**src/rtl/vacq_pkg.sv**
```systemverilog
package vacq_pkg;

  // Half-open line interval test used by the write window.
  function automatic logic in_window(input int unsigned line,
                                     input int unsigned first,
                                     input int unsigned last);
    return (line >= first) && (line < last);
  endfunction

  // True when a count of the given width is at its largest value.
  function automatic logic at_limit(input int unsigned cnt,
                                    input int unsigned width);
    return cnt == ((32'd1 << width) - 32'd1);
  endfunction

endpackage

```
**src/rtl/vacq_line_counter.sv**
```systemverilog
module vacq_line_counter #(
  parameter int LINE_W = 9
) (
  input  logic              clk,
  input  logic              rst_n,
  input  logic              line_en,
  input  logic              field_edge,
  output logic [LINE_W-1:0] line_cnt,
  output logic              ovf
);
  import vacq_pkg::*;

  logic full;
  assign full = at_limit(32'(line_cnt), LINE_W);

  always_ff @(posedge clk) begin
    if (!rst_n) begin
      line_cnt <= '0;
      ovf      <= 1'b0;
    end else if (field_edge) begin
      line_cnt <= '0;
      ovf      <= 1'b0;
    end else if (line_en) begin
      if (full) ovf <= 1'b1;
      else      line_cnt <= line_cnt + 1'b1;
    end
  end

  // step and hold
  a_r1_step: assert property (@(posedge clk) disable iff (!rst_n)
    line_en && !field_edge && !full |=> line_cnt == $past(line_cnt) + 1'b1);
  a_r1_hold: assert property (@(posedge clk) disable iff (!rst_n)
    !line_en && !field_edge |=> $stable(line_cnt));
  // saturation
  a_r3_saturate: assert property (@(posedge clk) disable iff (!rst_n)
    line_en && !field_edge && full |=> full && ovf);
  // clear on field edge
  a_r2_clear: assert property (@(posedge clk) disable iff (!rst_n)
    field_edge |=> line_cnt == '0 && !ovf);
endmodule

```
**src/rtl/vacq_field_meas.sv**
```systemverilog
module vacq_field_meas #(
  parameter int LINE_W = 9
) (
  input  logic              clk,
  input  logic              rst_n,
  input  logic              fsync,
  input  logic              ref_pulse,
  input  logic [LINE_W-1:0] line_cnt,
  output logic              field_edge,
  output logic [LINE_W-1:0] field_len,
  output logic [LINE_W-1:0] offset,
  output logic              field_id,
  output logic              locked
);
  logic fsync_q;

  assign field_edge = fsync && !fsync_q;

  always_ff @(posedge clk) begin
    if (!rst_n) begin
      fsync_q   <= 1'b0;
      field_len <= '0;
      offset    <= '0;
      field_id  <= 1'b0;
      locked    <= 1'b0;
    end else begin
      fsync_q <= fsync;
      if (field_edge) begin
        field_len <= line_cnt;
        field_id  <= ~field_id;
        locked    <= 1'b1;
      end
      if (ref_pulse) offset <= field_edge ? '0 : line_cnt;
    end
  end

  // flag inverts per field
  a_r7_toggle: assert property (@(posedge clk) disable iff (!rst_n)
    field_edge |=> field_id != $past(field_id));
  // length capture and no retrigger on a held sync
  a_r2_capture: assert property (@(posedge clk) disable iff (!rst_n)
    field_edge |=> field_len == $past(line_cnt));
  a_r2_single: assert property (@(posedge clk) disable iff (!rst_n)
    field_edge |=> !field_edge);
  // offset capture
  a_r4_offset: assert property (@(posedge clk) disable iff (!rst_n)
    ref_pulse && !field_edge |=> offset == $past(line_cnt));
endmodule

```
**src/rtl/vacq_window.sv**
```systemverilog
module vacq_window #(
  parameter int LINE_W = 9
) (
  input  logic [LINE_W-1:0] line_cnt,
  input  logic              locked,
  input  logic [LINE_W-1:0] win_start,
  input  logic [LINE_W-1:0] win_stop,
  output logic              wr_reset,
  output logic              wr_window
);
  import vacq_pkg::*;

  assign wr_reset  = locked && (line_cnt == '0);
  assign wr_window = locked &&
                     in_window(32'(line_cnt), 32'(win_start), 32'(win_stop));
endmodule

```
**src/rtl/vacq_timer.sv**
```systemverilog
module vacq_timer #(
  parameter int LINE_W = 9
) (
  input  logic              clk,
  input  logic              rst_n,
  input  logic              line_en,
  input  logic              fsync,
  input  logic              ref_pulse,
  input  logic [LINE_W-1:0] win_start,
  input  logic [LINE_W-1:0] win_stop,
  output logic [LINE_W-1:0] line_no,
  output logic [LINE_W-1:0] field_len,
  output logic [LINE_W-1:0] sync_offset,
  output logic              wr_reset,
  output logic              wr_window,
  output logic              field_id,
  output logic              overflow
);
  logic field_edge;
  logic locked;

  vacq_field_meas #(.LINE_W(LINE_W)) u_meas (
    .clk(clk), .rst_n(rst_n), .fsync(fsync), .ref_pulse(ref_pulse),
    .line_cnt(line_no), .field_edge(field_edge), .field_len(field_len),
    .offset(sync_offset), .field_id(field_id), .locked(locked)
  );

  vacq_line_counter #(.LINE_W(LINE_W)) u_cnt (
    .clk(clk), .rst_n(rst_n), .line_en(line_en), .field_edge(field_edge),
    .line_cnt(line_no), .ovf(overflow)
  );

  vacq_window #(.LINE_W(LINE_W)) u_win (
    .line_cnt(line_no), .locked(locked), .win_start(win_start),
    .win_stop(win_stop), .wr_reset(wr_reset), .wr_window(wr_window)
  );

  // reset pulse follows a field edge and never leaves line 0
  a_r5_after_edge: assert property (@(posedge clk) disable iff (!rst_n)
    field_edge |=> wr_reset);
  a_r5_leaves: assert property (@(posedge clk) disable iff (!rst_n)
    wr_reset && line_en && !field_edge |=> !wr_reset);
  // an empty setting keeps the window shut
  a_r6_empty: assert property (@(posedge clk) disable iff (!rst_n)
    win_start >= win_stop |-> !wr_window);
endmodule

```
**config.mk**
```make
export PLATFORM = sky130hd
export DESIGN_NAME = vacq_timer
export DESIGN_NICKNAME = d
export VERILOG_FILES = /design/src/rtl/vacq_pkg.sv /design/src/rtl/vacq_line_counter.sv /design/src/rtl/vacq_field_meas.sv /design/src/rtl/vacq_window.sv /design/src/rtl/vacq_timer.sv
export SDC_FILE = /design/constraint.sdc
export NUM_CORES = 1
export LEC_CHECK = 0
export BUFFER_PORTS_ARGS = -buffer_cell sky130_fd_sc_hd__buf_2
export CAP_MARGIN = 0
export CORE_ASPECT_RATIO = 0.75
export CORE_MARGIN = 2
export CORE_UTILIZATION = 37
export DETAILED_ROUTE_END_ITERATION = 10
export GPL_TIMING_DRIVEN = 0
export PLACE_DENSITY = 0.68
export SKIP_LAST_GASP = 1
export SLEW_MARGIN = 15
export SYNTH_ARGS = -nofsm -noshare
export SYNTH_HDL_FRONTEND = slang
export SYNTH_SLANG_ARGS = --single-unit
```
**constraint.sdc**
```tcl
create_clock -name clk -period 3.5 [get_ports clk]
set_clock_uncertainty 0.15 [all_clocks]
set_input_delay 0.35 -clock clk [delete_from_list [all_inputs] [get_ports clk]]
set_output_delay 0.35 -clock clk [all_outputs]
set_load 0.03 [all_outputs]
```
Word-level counts from Yosys, hierarchy flattened
Cells that the tools add are included.

cells by class
  $lt $le $gt $ge = 2
  multiplexer cells = 1
  add/sub/neg operators = 1
  equal/unequal tests = 1
  reductions and logical operators = 9
  bitwise gates (word level) = 3

operators by type and width
  cell                                                            count
  9-bit by 1-bit adder with 9-bit output (second input constant)  1
  9-bit equality test (second input constant)                     1
  9-bit >= comparator                                             1
  9-bit logical NOT                                               1
  9-bit < comparator                                              1
  9-bit two-way mux                                               1
  1-bit logical AND                                               4
  2-bit AND reduction                                             2
  1-bit NOT                                                       3
  2-bit OR reduction                                              1
  1-bit logical NOT                                               1

storage, ports and cells
  word-level logic and storage cells = 24
  output and inout port bits = 31
  register bits after elaboration = 31
  input port bits = 23

Logic depth before layout (Yosys ltp)
  word-level depth = 3
  depth in mapped cells = 9
  mapped depth without buffers = 7

Hierarchy
From an unflattened synthesis, not the netlist that was laid out.

unflattened totals
  cells, all modules = 198
  area total of the unflattened synthesis = 1816.7 um2

by module, submodules not included
  module             area each (um2)  sequential area each (um2)  instances  cells an instance
  vacq_field_meas    893.4            420.4                       1          88
  vacq_window        470.5            0.0                         1          60
  vacq_line_counter  452.9            200.2                       1          50

Least setup slack after synthesis
Ideal clock, no wire load.

  kind = register -> output
  from = register u_cnt.line_cnt[4]
  to = output wr_window
  stages on the path, launching flop included = 6
  arrival time = 1.826 ns
  required time = 3.000 ns
  buffers on the path = 0
  setup slack = 1.174 ns
  cell sequence = dfxtp_1 -> ha_1 -> and2_1 -> o21ai_0 -> o2111ai_1 -> a21oi_1

between the ends
  word-level cells in the longest chain between the ends = 3
  elaborated cells between the ends (all ways) = 4
  those cells by class = 2 x order compare; 2 x reduce/logical

RTL lines
  item                                                              RTL line                 text
  start: declaration                                                vacq_line_counter.sv:8   output logic [LINE_W-1:0] line_cnt,
  start signal: assignment                                          vacq_line_counter.sv:25  else line_cnt <= line_cnt + 1'b1;
  9-bit >= comparator / 9-bit < comparator (equally long branches)  vacq_pkg.sv:7            return (line >= first) && (line < last);
  1-bit logical AND *                                               vacq_pkg.sv:7
  1-bit logical AND *                                               vacq_window.sv:14        assign wr_window = locked &&
  end: declaration                                                  vacq_timer.sv:15         output logic wr_window,

Mark *: on every way between the ends. The rest lies on a longest branch, timed or not.

Worst setup path after layout
  from = register u_cnt.line_cnt[0]
  to = output wr_window

The elaborated chain is that of the path after synthesis.

==> flow_metrics.py <==
metrics = {
    "layout": {
        "multi_input_area_um2": 955,
        "layout.nets": 299,
        "area_growth_pct": 24.8,
        "regArea_um2": 621,
        "drive_above_1_share_pct": 25.8,
        "n_fill_cell": 469,
        "n_antenna_cell": 0,
    },
    "placement": {
        "place_congestion": 0.793,
        "hpwl_um": 2850,
        "portBuffers": 52,
        "pre_cts_ws_ps": 1160,
    },
    "synth": {
        "syn_area_per_cell_um2": 8.57,
        "synth_fp_nets": 240,
        "synth.distinct_cells": 30,
        "syn_area_um2": 1690,
        "syn_inst": 197,
        "yosys_register_bits": 31,
        "seq_area_frac_synth_pct": 36.7,
        "ys_warn_count": 0,
    },
    "clocking": {
        "ctsResizeCount": 0,
        "h-tree-depth": 2,
        "post-cts-setup-buffers": 0,
        "root_buffer": "clkbuf_8",
        "clockBufferDepth": 2,
        "clock_latency_ps": 280,
        "cts_tree": "done",
        "numCtsBuffers": 5,
        "clk_pin_slew_ps": 60,
        "holdBufCountCts": 0,
        "cts.sinks": 31,
    },
    "sta": {
        "fmax_ghz": 0.383,
        "setup_viol": 0,
        "fin_setup_tns_ps": 0,
        "min_period_ps": 2610,
        "slew_headroom_pct": 73.7,
        "hold_viol_final": 0,
        "fin_ws_ps": 887,
        "max_slew.worst_pin.slew_ps": 394,
        "rsz0062_at_grt": "false",
        "fin_crit_sh_pct": 74.6,
        "slew_viol_final": 0,
    },
    "power": {
        "p_leak_uw": 0.00106,
        "p_comb_share_pct": 10.8,
        "clkPwrFrac_pct": 39.0,
        "seq_power_share_pct": 50.2,
        "switching_share_pct": 24.6,
        "ir_drop_mv": 0.228,
        "power.switching_uw": 178,
        "power_density_nw_per_um2": 343,
        "internal_power_uw": 546,
    },
    "global_route": {
        "antenna_found_initial": 0,
        "gr-usage-all-layers_pct": 16.8,
        "grt_use_met2_pct": 25.4,
        "grt_pass1_wl_um": 6550,
        "grt.overflow.total": 0,
        "use_met1_pct": 22.6,
        "grt_max_degree": 11,
        "grt_busiest_layer": "met2",
        "grtUsageMet3_pct": 6.79,
        "grt_pass1_vias": 1463,
    },
    "drt": {
        "wirelength_um": 3850,
        "wl_per_cell_um": 12.3,
        "dr.pass1.iters": 4,
        "drt_iter0_markers": 53,
        "drc": 0,
        "drtAntennaViolNets": 0,
        "vias": 1501,
        "vias_per_cell": 4.80,
    },
    "critical_path": {
        "start_kind": "register",
        "required_ps": 3000,
        "critPathArrivalTime_ps": 2110,
        "path_class": "reg2out",
        "crit_path_max_fanout": 8,
        "endpoint_kind": "output port",
    },
    "die": {
        "boundaryPins": 54,
        "die-area_um2": 5130,
        "initial_core_util_pct": 38.3,
        "die_h_um": 62.5,
        "row_count": 21,
        "core_area_um2": 4410,
        "die_x_um": 82.0,
    },
    "min_path": {
        "worstHoldPathType": "in2reg",
    },
    "job": {
        "maxCapViolations": 0,
    },
    "run_status": {
        "status": "finished, final reports clean",
    },
}
## synth_stat cells
| cell type | count | share of area [%] |
|---|---|---|
| and2_1 | 3 | 1.1 |
| o21a_1 | 1 | 0.44 |
| nand4_1 | 3 | 1.1 |
| a21o_1 | 2 | 0.89 |
| a21oi_1 | 4 | 1.2 |
| nand2b_1 | 13 | 4.8 |
| inv_1 | 18 | 4.0 |
| xnor2_1 | 2 | 1.0 |
| and3b_1 | 1 | 0.52 |
| nand2_1 | 23 | 5.1 |
| nor4_1 | 2 | 0.74 |
| nor2b_1 | 2 | 0.74 |
| a21boi_0 | 14 | 6.2 |
| dfxtp_1 | 31 | 37 |
| a21boi_1 | 4 | 1.8 |
| and4b_1 | 1 | 0.59 |
| and4_1 | 4 | 2.1 |
| a31oi_1 | 1 | 0.37 |
| clkbuf_1 | 3 | 0.67 |
| a221oi_1 | 1 | 0.52 |
| nand3_1 | 14 | 4.1 |
| o2111ai_1 | 1 | 0.52 |
| nand4b_1 | 1 | 0.52 |
| buf_2 | 7 | 2.1 |
| a2111oi_0 | 1 | 0.52 |
| mux2i_1 | 1 | 0.59 |
| xor2_1 | 6 | 3.1 |
| ha_1 | 20 | 15 |
| nor2_1 | 11 | 2.4 |
| o21ai_0 | 2 | 0.59 |
## metal layers
layer | part of all wire (%) | wire length (µm)
met1 | 51 | 1960
met2 | 42 | 1630
met3 | 6.5 | 249
met4 | 0.31 | 12
met5 | 0 | 0
## critical path, stage by stage, from the launching register on
cell and delay [ps]:
dfxtp_1 510, inv_1 110, ha_1 280, nand2b_1 160
a2111oi_0 370, nand4b_1 160, a21oi_1 70, buf_2 180
## sequential cells by signal, indices dropped and copies added (netlist names)
register          cells
u_meas.offset         9
u_meas.field_id       1
u_meas.fsync_q        1
u_cnt.line_cnt        9
u_cnt.ovf             1
u_meas.locked         1
u_meas.field_len      9
## kinds of logic after synthesis
group                    Yosys count  synth area share, %
buffers and inverters             28                 6.74
XOR/XNOR                           8                 4.15
multiplexers                       1                0.593
AO/OA/AOI/OAI                     31                 13.0
flip-flops                        31                 36.7
adder cells (fa/ha/maj)           20                 14.8
AND/OR/NAND/NOR                   78                 23.9
## power groups by stage
stage | clock [µW] | combinational [µW] | sequential (µW)
after global routing | 310 | 89.0 | 364
after detailed placement | 0 | 79.0 | 371
after CTS | 289 | 79.4 | 363
after floorplan | 0 | 45.0 | 376
final | 282 | 78.5 | 363
after global placement | 0 | 78.0 | 371
## cells in the final DEF (no fill, tap or decap), types with 3 or more instances in the layout
cell	count
inv_1	18
a21boi_0	14
dfxtp_1	31
xor2_1	6
nor2_1	11
nand3_1	14
a21oi_1	4
nand2b_1	13
and4_1	4
a21boi_1	4
clkbuf_1	3
nand2_1	23
buf_2	59
nand4_1	3
and2_1	3
clkbuf_8	6
ha_1	20
## worst paths after layout
check,startpoint,endpoint,slack (ps),cells past startpoint
setup / recovery,u_cnt.line_cnt[0]$_SDFFE_PP0P_,wr_window,890,7
hold / removal,fsync,u_meas.fsync_q$_SDFF_PN0_,150,2
setup reg to reg,u_cnt.line_cnt[3]$_SDFFE_PP0P_,u_cnt.line_cnt[7]$_SDFFE_PP0P_,1430,8
hold reg to reg,u_meas.field_len[6]$_SDFFE_PN0P_,u_meas.field_len[6]$_SDFFE_PN0P_,310,2
## area by class of cell
| class | instances | share of cell area, % |
|---|---|---|
| tap | 57 | 3.38 |
| timing repair buffer | 52 | 12.3 |
| multi-input combinational | 138 | 45.3 |
| clock buffer | 6 | 3.92 |
| inverter | 18 | 3.20 |
| buffer | 10 | 2.20 |
| clock inverter | 1 | 0.237 |
| sequential | 31 | 29.4 |
## stage by stage
stage	hold slack [ps]	total power, µW	util (%)	area (µm²)	cells
final	147	724	47.8	2110	313
after global routing	135	763	47.8	2110	313
after CTS	146	732	47.8	2110	313
after detailed placement	303	450	45.8	2020	306
after global placement	292	449	45.8	2020	306
after floorplan	305	421	-	1690	197
No activity file was read; power rests on OpenSTA's default activity.
